`src/rtl/branch_seq_pkg.sv`:
```
package branch_seq_pkg;

  localparam int MODE_W = 3;

  localparam logic [MODE_W-1:0] MODE_SKIP     = 3'd0;
  localparam logic [MODE_W-1:0] MODE_DELAY    = 3'd1;
  localparam logic [MODE_W-1:0] MODE_HALT     = 3'd2;
  localparam logic [MODE_W-1:0] MODE_HALT_INV = 3'd3;

  typedef enum logic [1:0] {
    POL_NOREG = 2'd0,
    POL_NONE  = 2'd1,
    POL_DELAY = 2'd2,
    POL_POLL  = 2'd3
  } policy_t;

  typedef enum logic [2:0] {
    ST_IDLE   = 3'd0,
    ST_WRITE  = 3'd1,
    ST_WAIT   = 3'd2,
    ST_POLL   = 3'd3,
    ST_FINISH = 3'd4
  } seqState_t;

  typedef struct packed {
    logic latchReq;
    logic cntClr;
    logic cntInc;
  } seqStrb_t;

endpackage

```
`src/rtl/branch_seq_policy.sv`:
```
module branch_seq_policy
  import branch_seq_pkg::*;
(
  input  logic              reqEnable,
  input  logic [MODE_W-1:0] cfgMode,
  input  logic              cfgVoted,
  input  logic              cfgHasEnReg,
  input  logic              cfgHwGate,
  output policy_t           policy
);

  logic isSkip;
  logic isDelay;
  logic isHaltAny;

  assign isSkip    = (cfgMode == MODE_SKIP);
  assign isDelay   = (cfgMode == MODE_DELAY);
  assign isHaltAny = (cfgMode == MODE_HALT) || (cfgMode == MODE_HALT_INV);

  always_comb begin
    if (!cfgHasEnReg) begin
      policy = POL_NOREG;
    end else if (isSkip && !cfgVoted) begin
      policy = POL_NONE;
    end else if (cfgHwGate) begin
      policy = POL_NONE;
    end else if ((isDelay && !cfgVoted) || (!reqEnable && cfgVoted)) begin
      policy = POL_DELAY;
    end else if ((isHaltAny && !cfgVoted) || (reqEnable && cfgVoted)) begin
      policy = POL_POLL;
    end else begin
      policy = POL_NONE;
    end
  end

endmodule

```
`src/rtl/branch_seq_datapath.sv`:
```
module branch_seq_datapath
  import branch_seq_pkg::*;
#(
  parameter int REG_W       = 32,
  parameter int EN_BIT      = 0,
  parameter int DELAY_TICKS = 10,
  parameter int POLL_LIMIT  = 200
) (
  input  logic             clk,
  input  logic             rst,
  input  seqStrb_t         strb,
  input  logic             reqEnable,
  input  logic [REG_W-1:0] regRdData,
  input  logic             clkOffStatus,
  output logic [REG_W-1:0] wrData,
  output logic             delayEnd,
  output logic             pollEnd,
  output logic             statusGood
);

  localparam int MAX_CNT = (DELAY_TICKS > POLL_LIMIT) ? DELAY_TICKS : POLL_LIMIT;
  localparam int CNT_W   = $clog2(MAX_CNT + 1);
  localparam logic [CNT_W-1:0] DELAY_LAST = CNT_W'(DELAY_TICKS - 1);
  localparam logic [CNT_W-1:0] POLL_LAST  = CNT_W'(POLL_LIMIT - 1);

  logic [REG_W-1:0] mergedWord;
  logic [REG_W-1:0] wordReg;
  logic             dirReg;
  logic [CNT_W-1:0] tickCnt;

  for (genvar b = 0; b < REG_W; b++) begin : g_merge
    if (b == EN_BIT) begin : g_en
      assign mergedWord[b] = reqEnable;
    end else begin : g_keep
      assign mergedWord[b] = regRdData[b];
    end
  end

  always_ff @(posedge clk) begin
    if (rst) begin
      wordReg <= '0;
      dirReg  <= 1'b0;
    end else if (strb.latchReq) begin
      wordReg <= mergedWord;
      dirReg  <= reqEnable;
    end
  end

  always_ff @(posedge clk) begin
    if (rst || strb.cntClr) begin
      tickCnt <= '0;
    end else if (strb.cntInc) begin
      tickCnt <= tickCnt + 1'b1;
    end
  end

  assign wrData     = wordReg;
  assign delayEnd   = (tickCnt == DELAY_LAST);
  assign pollEnd    = (tickCnt == POLL_LAST);
  assign statusGood = dirReg ? !clkOffStatus : clkOffStatus;

endmodule

```
`src/rtl/branch_seq_ctrl.sv`:
```
module branch_seq_ctrl
  import branch_seq_pkg::*;
(
  input  logic     clk,
  input  logic     rst,
  input  logic     tickUs,
  input  logic     reqValid,
  input  policy_t  policy,
  input  logic     delayEnd,
  input  logic     pollEnd,
  input  logic     statusGood,
  output seqStrb_t strb,
  output logic     wrPulse,
  output logic     busy,
  output logic     done,
  output logic     error
);

  seqState_t state;
  seqState_t stateNext;
  policy_t   polReg;
  policy_t   polNext;
  logic      errReg;
  logic      errNext;

  always_comb begin
    stateNext = state;
    polNext   = polReg;
    errNext   = errReg;
    strb      = '0;
    unique case (state)
      ST_IDLE: begin
        if (reqValid) begin
          strb.latchReq = 1'b1;
          polNext       = policy;
          if (policy == POL_NOREG) begin
            errNext   = 1'b1;
            stateNext = ST_FINISH;
          end else begin
            errNext   = 1'b0;
            stateNext = ST_WRITE;
          end
        end
      end
      ST_WRITE: begin
        strb.cntClr = 1'b1;
        unique case (polReg)
          POL_DELAY: stateNext = ST_WAIT;
          POL_POLL:  stateNext = ST_POLL;
          default:   stateNext = ST_FINISH;
        endcase
      end
      ST_WAIT: begin
        if (tickUs) begin
          if (delayEnd) stateNext = ST_FINISH;
          else          strb.cntInc = 1'b1;
        end
      end
      ST_POLL: begin
        if (tickUs) begin
          if (statusGood) begin
            stateNext = ST_FINISH;
          end else if (pollEnd) begin
            errNext   = 1'b1;
            stateNext = ST_FINISH;
          end else begin
            strb.cntInc = 1'b1;
          end
        end
      end
      default: stateNext = ST_IDLE;
    endcase
  end

  always_ff @(posedge clk) begin
    if (rst) begin
      state  <= ST_IDLE;
      polReg <= POL_NONE;
      errReg <= 1'b0;
    end else begin
      state  <= stateNext;
      polReg <= polNext;
      errReg <= errNext;
    end
  end

  assign wrPulse = (state == ST_WRITE);
  assign busy    = (state != ST_IDLE);
  assign done    = (state == ST_FINISH);
  assign error   = (state == ST_FINISH) && errReg;

endmodule

```
`src/rtl/branch_gate_seq.sv`:
```
module branch_gate_seq
  import branch_seq_pkg::*;
#(
  parameter int REG_W       = 32,
  parameter int EN_BIT      = 0,
  parameter int DELAY_TICKS = 10,
  parameter int POLL_LIMIT  = 200
) (
  input  logic              clk,
  input  logic              rst,
  input  logic              tickUs,
  input  logic              reqValid,
  input  logic              reqEnable,
  input  logic [MODE_W-1:0] cfgMode,
  input  logic              cfgVoted,
  input  logic              cfgHasEnReg,
  input  logic              cfgHwGate,
  input  logic              clkOffStatus,
  input  logic [REG_W-1:0]  regRdData,
  output logic              regWrEn,
  output logic [REG_W-1:0]  regWrData,
  output logic              busy,
  output logic              done,
  output logic              error
);

  policy_t  policy;
  seqStrb_t strb;
  logic     delayEnd;
  logic     pollEnd;
  logic     statusGood;

  branch_seq_policy u_policy (
    .reqEnable   (reqEnable),
    .cfgMode     (cfgMode),
    .cfgVoted    (cfgVoted),
    .cfgHasEnReg (cfgHasEnReg),
    .cfgHwGate   (cfgHwGate),
    .policy      (policy)
  );

  branch_seq_ctrl u_ctrl (
    .clk        (clk),
    .rst        (rst),
    .tickUs     (tickUs),
    .reqValid   (reqValid),
    .policy     (policy),
    .delayEnd   (delayEnd),
    .pollEnd    (pollEnd),
    .statusGood (statusGood),
    .strb       (strb),
    .wrPulse    (regWrEn),
    .busy       (busy),
    .done       (done),
    .error      (error)
  );

  branch_seq_datapath #(
    .REG_W       (REG_W),
    .EN_BIT      (EN_BIT),
    .DELAY_TICKS (DELAY_TICKS),
    .POLL_LIMIT  (POLL_LIMIT)
  ) u_dp (
    .clk          (clk),
    .rst          (rst),
    .strb         (strb),
    .reqEnable    (reqEnable),
    .regRdData    (regRdData),
    .clkOffStatus (clkOffStatus),
    .wrData       (regWrData),
    .delayEnd     (delayEnd),
    .pollEnd      (pollEnd),
    .statusGood   (statusGood)
  );

endmodule

```
`config.mk`:
```
export PLATFORM = sky130hd
export DESIGN_NAME = branch_gate_seq
export DESIGN_NICKNAME = d
export VERILOG_FILES = /design/src/rtl/branch_seq_pkg.sv /design/src/rtl/branch_seq_policy.sv /design/src/rtl/branch_seq_datapath.sv /design/src/rtl/branch_seq_ctrl.sv /design/src/rtl/branch_gate_seq.sv
export SDC_FILE = /design/constraint.sdc
export NUM_CORES = 1
export LEC_CHECK = 0
export BUFFER_PORTS_ARGS = -buffer_cell sky130_fd_sc_hd__buf_2
export CORE_MARGIN = 4
export CORE_UTILIZATION = 45
export CTS_CLUSTER_DIAMETER = 50
export CTS_CLUSTER_SIZE = 40
export DETAILED_ROUTE_END_ITERATION = 8
export PLACE_DENSITY_LB_ADDON = 0.3
export SLEW_MARGIN = 20
export SYNTH_ARGS = -nofsm -noshare
export SYNTH_HDL_FRONTEND = slang
export SYNTH_SLANG_ARGS = --single-unit
```
`constraint.sdc`:
```
create_clock -name clk -period 3.15 [get_ports clk]
set_clock_uncertainty 0.1 [all_clocks]
set_input_delay 0.315 -clock clk [delete_from_list [all_inputs] [get_ports clk]]
set_output_delay 0.315 -clock clk [all_outputs]
set_load 0.01 [all_outputs]
```
Word level (Yosys, flattened, before mapping)

Index checks and enable logic that the tools add are counted.

Bits in registers: 47
Latch bits: 0
RAM bits: 0
Bits in read-only memories: 0
Input bits: 44
Word-level logic and storage cells: 76
Memories: 0

Add/subtract/negate cells: 1
Multiply operators: 0
Div/mod/pow operators: 0
$lt $le $gt $ge: 0
Equal/unequal tests: 18
Shifts and indexed selects: 0
Muxes and demuxes: 30
Bitwise operators: 0
Reduce and logical (&&, ||, !) cells: 21

Operators with widths:

| kind                                          | number |
|---|---|
| two-way mux 3 bit                             | 7 |
| two-way mux 1 bit                             | 14 |
| == test 3 x 2 -> 1 bit, second input constant | 4 |
| != test 2 bit, second input constant          | 6 |
| one-hot mux 3 bit (4 select lines)            | 1 |
| two-way mux 2 bit                             | 5 |
| AND reduction 5 bit                           | 2 |
| adder 8 x 1 -> 8 bit, second input constant   | 1 |
| == test 8 x 4 -> 1 bit, second input constant | 1 |
| == test 8 bit, second input constant          | 1 |
| == test 3 x 1 -> 1 bit, second input constant | 2 |
| logical AND 1 bit                             | 6 |
| zero test 3 bit                               | 2 |
| one-hot mux 3 bit (2 select lines)            | 1 |
| == test 2 bit, second input constant          | 2 |
| logical OR 1 bit                              | 4 |
| one-hot mux 1 bit (2 select lines)            | 2 |
| == test 3 bit, second input constant          | 1 |
| zero test 1 bit                               | 3 |
| != test 3 bit, second input constant          | 1 |
| nonzero test 3 bit                            | 1 |
| zero test 2 bit                               | 1 |
| AND reduction 2 bit                           | 1 |
| nonzero test 2 bit                            | 1 |

Logic depth before layout (Yosys ltp)

Gate-level depths: netlist of the first run.

Depth in word-level cells: 13
Depth in mapped cells: 7
Depth with buffers taken out: 6

Hierarchy

From an unflattened synthesis of the first run, not the netlist that was laid out.

Cells, all modules: 201
Area total of the unflattened synthesis: 1955.6 sq um

By module, submodules not included:

| module              | instances | cells an instance | area an instance (sq um) |
|---|---|---|---|
| branch_seq_datapath | 1         | 152               | 1525.2 |
| branch_seq_ctrl     | 1         | 42                | 380.4 |
| branch_seq_policy   | 1         | 7                 | 50.0 |

Least setup slack after synthesis of the first run

No wires, ideal clock.

Path type: register -> register
Start point: register u_ctrl.state[0]
End point: register u_dp.tickCnt[1]
Setup time: 0.059 ns
Data arrival time: 1.520 ns
Data required time: 2.991 ns
Path slack: 1.471 ns
Stages on the path, launching flop included: 7
Path buffers: 2
Path through: dfxtp_1 -> buf_4 -> nor3b_1 -> or2_0 -> buf_2 -> or4_1 -> nand2_1

Cells in the longest elaborated chain, start to end: 3

RTL lines:

| what                     | RTL line                  | text |
|---|---|---|
| start: declaration       | branch_seq_ctrl.sv:19     | `seqState_t state;` |
| start signal: assignment | branch_seq_ctrl.sv:81     | `state <= stateNext;` |
| == test 3 x 1 -> 1 bit   | --                        |  |
| named net regWrEn        | branch_gate_seq.sv:20     | `output logic regWrEn,` |
| two-way mux 1 bit        | branch_seq_ctrl.sv:31     | `unique case (state)` |
| logical OR 1 bit         | branch_seq_datapath.sv:50 | `if (rst \|\| strb.cntClr) begin` |
| end signal: assignment   | branch_seq_datapath.sv:53 | `tickCnt <= tickCnt + 1'b1;` |
| end: declaration         | branch_seq_datapath.sv:29 | `logic [CNT_W-1:0] tickCnt;` |

The timed path passes the listed nets, and every way through them passes these cells.
A chain may end at the register's enable or synchronous reset.

Worst setup path after layout of the first run

Start point: register u_ctrl.state[1]
End point: register u_dp.tickCnt[1]

Cells in the longest elaborated chain, start to end: 3

RTL lines:

| what                   | RTL line |
|---|---|
| == test 3 x 1 -> 1 bit | branch_seq_ctrl.sv:31 |
| two-way mux 1 bit      | branch_seq_ctrl.sv:31 |
| logical OR 1 bit       | branch_seq_datapath.sv:50 |

Parallel ways exist; a longest one is shown, timed or not.

==> impl_metrics.csv, run 1 <==
group,metric,value,unit
status,status,"finished, final reports clean",
finish,drive_above_1_share,30.2,%
synthesis,syn_area,0.00195,mm^2
routing,wirelength,4.54,mm
clocking,clk_latency,0.29,ns
floorplan,die_h,73.9,um
grt,antenna_found_initial,0,
clocking,hold_buffers,0,
clocking,root_buffer,"clkbuf_8",
clocking,cts_resized,0,
routing,via_per_inst,5.04,
worst_setup_path,required,3.29,ns
sta,rsz0062_at_grt,"no",
worst_setup_path,startpoint_type,"flop",
floorplan,rows,23,
finish,diodes,0,
pwr,powerDensity,591,mW/mm^2
synthesis,ys_warn_count,0,
routing,vias,1855,
sta,maxSlewHeadroom,50.6,%
synthesis,ys_ff_latch,46,
grt,top_usage_layer,"met2",
worst_setup_path,path_max_fanout,10,
grt,grt.met2_usage,27.7,%
clocking,clockBufferDepth,2,
synthesis,synth_ff_type,"dfxtp_1",
place,dp.cells,361,
worst_setup_path,path_buf_inv,1,
sta,setup-violations-final,0,
synthesis,synthMuxAreaShare,0,%
grt,track_usage,17.6,%
worst_setup_path,critPathKind,"reg -> reg",
worst_setup_path,path_cells,"nor3b_1, buf_4, or2_0, or4_1, nand2_1",
synthesis,synthArstFlopShare,0,%
grt,grt_overflow_total,0,
synthesis,synthCells,245,
finish,area_growth,26.5,%
worst_setup_path,cpLargestDelayFamily,"simple AND/OR/NAND/NOR gates",
synthesis,yosys.area_share.simple,27.9,%
clocking,clock_sinks,46,
clocking,cts_max_level,2,
sta,timing_worst_slew_pin_value,0.741,ns
worst_setup_path,worstPathArrival,2.07,ns
place,dp_hpwl,3.19,mm
floorplan,die_area,0.00546,mm^2
grt,use_met1,22.3,%
synthesis,synth_compound_area_share,18.1,%
sta,fin_crit_sh,61.3,%
clocking,cts_tree,"yes",
grt,grt_pass1_vias,1801,
synthesis,synth_edf_count,0,
finish,num-nets-final,364,
place,gp_congestion,0.752,
routing,post_drt_wl_per_cell,12.3,um
sta,fmax,518,MHz
finish,fill_cells,384,
sta,hold_violations,0,
floorplan,start_util,47.8,%
floorplan,io_pins,80,
sta,maxSlewViolCount,0,
synthesis,synth_top_family_by_area,"simple AND/OR/NAND/NOR gates",
clocking,clk_pin_slew_worst_paths,0.08,ns
synthesis,syn_avg_cell_area,7.97,um^2
floorplan,die_w,73.9,um
grt,met3_usage,5.88,%
synthesis,syn-num-nets,291,
floorplan,coreArea,0.00409,mm^2
routing,drc_errors,0,
grt,grt_pass1_wl,7.64,mm
run,max-cap-violations,0,
place,io_buffers,78,
pwr,ir_drop,0.310,mV
min_path,hold_path.class,"in -> reg",
worst_setup_path,cp_slowest_stage_delay,0.55,ns
routing,firstDrtPassIters,4,
synthesis,seq_area_frac_synth,47.1,%
routing,ant_nets,0,
synthesis,synth-xor-area-share,0.448,%
clocking,numCtsBuffers,5,
clocking,cts_setup_buffers,0,
sta,min_period,1.93,ns
grt,grt_max_degree,41,
sta,tns,0,ns
worst_setup_path,crit_slowest_cell,"dfxtp_1",
synthesis,synth_fa_ha_area_share,1.28,%
worst_setup_path,cp-end-kind,"flop",
finish,fin_cells,368,
routing,dr.first_iter.drc_count,127,
pwr,p_leak,0.00113,uW
synthesis,yosysUniqueCellTypes,41,
[area by class of cell]
type,count,area [um^2],share of cell area [%]
clock buffers,6,82.6,3.34
clock inverters,1,30.0,1.22
inverters,6,22.5,0.912
multi-input cells,177,931,37.7
flip-flops and latches,46,921,37.3
well taps,50,62.6,2.53
repair buffers,82,420,17.0
[worst min-delay path, cell delays in order]
cell,delay (ns)
buf_2,0.09
nand2_1,0.04
a21oi_1,0.05
[path summary, 6_finish.rpt]
path	end	slack, ns	start	cells after the start
worst max-delay path	u_dp.tickCnt[1]	1.22	u_ctrl.state[1]	5
worst min-delay path	u_dp.wrData[18]	0.15	regRdData[18]	3
worst max register to register	u_dp.tickCnt[1]	1.22	u_ctrl.state[1]	5
worst min register to register	u_dp.wrData[4]	0.35	u_dp.wrData[4]	2
[cell usage in the layout (no fill, tap or decap), drive strengths merged, types with 2 or more instances in the layout]
| cell type | instances |
|---|---|
| nand3 | 2 |
| and3 | 2 |
| nor4b | 3 |
| dfxtp | 46 |
| inv | 6 |
| nand4 | 4 |
| o21ai | 7 |
| nor3b | 2 |
| a21oi | 45 |
| clkbuf | 6 |
| buf | 82 |
| nand3b | 2 |
| or3 | 5 |
| nor2 | 8 |
| nand2 | 73 |
| o31ai | 2 |
| ha | 2 |
| or4 | 4 |
[flip-flops by register name, summed over array words and instances, names as in the netlist]
name           count
u_dp.wrData       32
u_dp.tickCnt       8
u_ctrl.state       3
u_ctrl.polReg      2
u_ctrl.errReg      1
[per-layer routing]
metal  part of all wire, %  up-vias
met4                   1.7        0
met2                    46       61
met3                   7.2        9
met5                     0        -
li1                      -      982
met1                    45      803
[cell families after synthesis]
kind of cell / after synthesis
AO/OA/AOI/OAI: 63
buffers and inverters: 22
XOR/XNOR: 1
adder cells (fa/ha/maj): 2
AND/OR/NAND/NOR: 111
flip-flops: 46
[stage by stage]
stage	area [um^2]	utilization (%)	hold WS, ns	power (uW)	worst slack (ns)
3_3_place_gp	2360	57.7	0.339	1020	1.24
5_1_grt	2470	60.4	0.138	1550	1.00
2_1_floorplan	1950	-	0.315	908	1.47
6_report	2470	60.4	0.146	1460	1.22
3_5_place_dp	2360	57.7	0.343	1030	1.23
4_1_cts	2470	60.4	0.139	1480	1.22
[synth_stat cells, types with 3 or more instances]
cell type | instances | area share [%]
a21oi_1 | 45 | 12
buf_2 | 6 | 1.5
buf_4 | 3 | 1.2
clkbuf_1 | 7 | 1.3
dfxtp_1 | 46 | 47
inv_1 | 5 | 0.96
nand2_1 | 73 | 14
nand4_1 | 4 | 1.3
nor2_1 | 6 | 1.2
nor4b_1 | 3 | 1.3
o21ai_0 | 5 | 1.3
or3_1 | 5 | 1.6
or4_1 | 4 | 1.5
[power by group]
group	switching, uW	leakage (uW)	internal (uW)
combinational	194	0.000696	135
sequential	44.2	0.000376	642
clock	191	0.0000573	254
total	429	0.00113	1030
No activity file was read; power rests on OpenSTA's default activity.
==> inputs of run 2 (changes only) <==
- clock period: 3.15 -> 1.8 ns (I/O delays scaled with it)
==> impl_metrics.csv, run 2 (same netlist as run 1, synthesis figures left out) <==
group,metric,value,unit
sta,min_period,1.71,ns
clocking,hold_buffers,0,
worst_setup_path,cp_slowest_stage_delay,0.33,ns
finish,num-nets-final,380,
sta,tns,0,ns
grt,grt_pass1_wl,8.04,mm
routing,wirelength,4.99,mm
grt,grt_overflow_total,0,
pwr,p_leak,0.00122,uW
sta,timing.final.ws_setup,0.0874,ns
clocking,clk_latency,0.30,ns
sta,timing_worst_slew_pin_value,0.412,ns
sta,setup-violations-final,0,
finish,largest_reg_flops,32,
finish,final_cell_mix,"78 x buf_2, 73 x nand2_1, 45 x a21oi_1",
sta,fmax,584,MHz
pwr,ir_drop,0.574,mV
worst_setup_path,path_cells,"buf_6, and3b_2, buf_4, and3_1, nand4_1, or3_1, a21oi_1",
finish,drive_above_1_share,37.0,%
worst_setup_path,critPathKind,"reg -> reg",
finish,multi_input_area,961,um^2
finish,fill_cells,371,
floorplan,start_util,47.8,%
worst_setup_path,path_max_fanout,4,
finish,seq_area,928,um^2
place,io_buffers,78,
status,status,"finished, final reports clean",
worst_setup_path,rr_endpoint,"u_dp.tickCnt[6]",
finish,final_cell_area,0.00264,mm^2
routing,firstDrtPassIters,4,
floorplan,io_pins,80,
clocking,cts_tree,"yes",
min_path,worstHoldEndpoint,"u_dp.wrData[4]",
sta,fin_crit_sh,95.1,%
place,gp_congestion,0.804,
routing,drc_errors,0,
pwr,p_seq_share,46.5,%
floorplan,die_h,73.9,um
pwr,powerDensity,964,mW/mm^2
sta,maxSlewHeadroom,72.5,%
place,place_ws,0.0389,ns
min_path,hold_path.class,"in -> reg",
worst_setup_path,cp-end-kind,"flop",
min_path,min_path_cells,3,
floorplan,rows,23,
finish,final_common_cell,"buf_2",
sta,hold_violations,0,
pwr,p_switching,805,uW
routing,vias,1993,
pwr,fin_total_pwr,2550,uW
pwr,switching_share,31.6,%
worst_setup_path,worstPathArrival,1.84,ns
sta,maxSlewViolCount,0,
finish,area_growth,35.2,%
worst_setup_path,reg2regPathDepth,7,
place,dp_hpwl,3.56,mm
grt,grt_pass1_vias,1858,
min_path,min_from,"regRdData[4]",
clocking,root_buffer,"clkbuf_8",
clocking,numCtsBuffers,5,
pwr,internal_power,1740,uW
pwr,p_clk_share,26.0,%
run,max-cap-violations,0,
worst_setup_path,r2r_slack,0.09,ns
clocking,clock_sinks,46,
clocking,clockBufferDepth,2,
grt,grt_max_degree,40,
place,dpl_cell_area,0.00248,mm^2
floorplan,coreArea,0.00409,mm^2
grt,track_usage,18.7,%
clocking,cts_max_level,2,
worst_setup_path,r2r_start,"u_ctrl.state[2]",
pwr,p_comb_share,27.4,%
worst_setup_path,startpoint_type,"flop",
clocking,clk_pin_slew_worst_paths,0.09,ns
routing,via_per_inst,5.18,
worst_setup_path,required,1.93,ns
routing,ant_nets,0,
worst_setup_path,crit_slowest_cell,"dfxtp_2",
floorplan,die_w,73.9,um
routing,post_drt_wl_per_cell,13.0,um
routing,dr.first_iter.drc_count,75,
finish,diodes,0,
grt,antenna_found_initial,0,
floorplan,die_area,0.00546,mm^2
run 2: power by group through the flow:
stage / Clock, uW / Combinational, uW / Sequential [uW]
after CTS: 673 / 665 / 1180
after global routing: 719 / 787 / 1200
final: 662 / 698 / 1180
after global placement: 0 / 647 / 1200
after detailed placement: 0 / 660 / 1200
after floorplan: 0 / 358 / 1230
run 2: cell type report:
type,instances,area share (%)
multi-input cells,177,36.4
flip-flops and latches,46,35.1
repair buffers,98,21.6
clock buffers,6,3.13
well taps,50,2.37
inverters,6,0.853
clock inverters,2,0.474
run 2: how the worst max path moves through the flow:
stage                    start              end  slack (ns)  depth (start not counted)
4_1_cts        u_ctrl.state[1]  u_dp.tickCnt[5]        0.04                          6
2_1_floorplan  u_ctrl.state[0]  u_dp.tickCnt[1]        0.12                          6
6_report       u_ctrl.state[2]  u_dp.tickCnt[6]        0.09                          7
3_3_place_gp   u_ctrl.state[1]  u_dp.tickCnt[5]        0.08                          6
3_5_place_dp   u_ctrl.state[1]  u_ctrl.state[0]        0.04                          6
5_1_grt        u_ctrl.state[1]  u_ctrl.state[0]       -0.01                          6
run 2: layer usage:
layer	up-vias	wire length, um	GRT usage [%]
li1	1011	-	-
met1	913	2190	24.0
met2	64	2320	29.7
met3	5	429	6.98
met4	0	43	4.23
met5	-	0	0
run 2: per-stage QoR:
step                      cells  utilization, %  hold slack [ns]
after floorplan             245               -            0.180
after detailed placement    376            60.7            0.327
final                       385            64.6          0.00924
after global placement      376            60.7            0.320
after global routing        385            64.6          0.00420
after CTS                   384            63.2          0.00561
run 2: what timing repair did:
item	4_1_cts	5_1_grt
setup buffers	0	1
setup endpoints to repair	1	30
gates resized for setup	1	17
pin swaps	0	4
run 2: worst max-delay path, delay by kind of cell (launching register included):
kind | cells | cell delay (ns)
compound gates | 1 | 0.13
flops | 1 | 0.33
buf+inv | 2 | 0.22
simple gates | 4 | 0.87
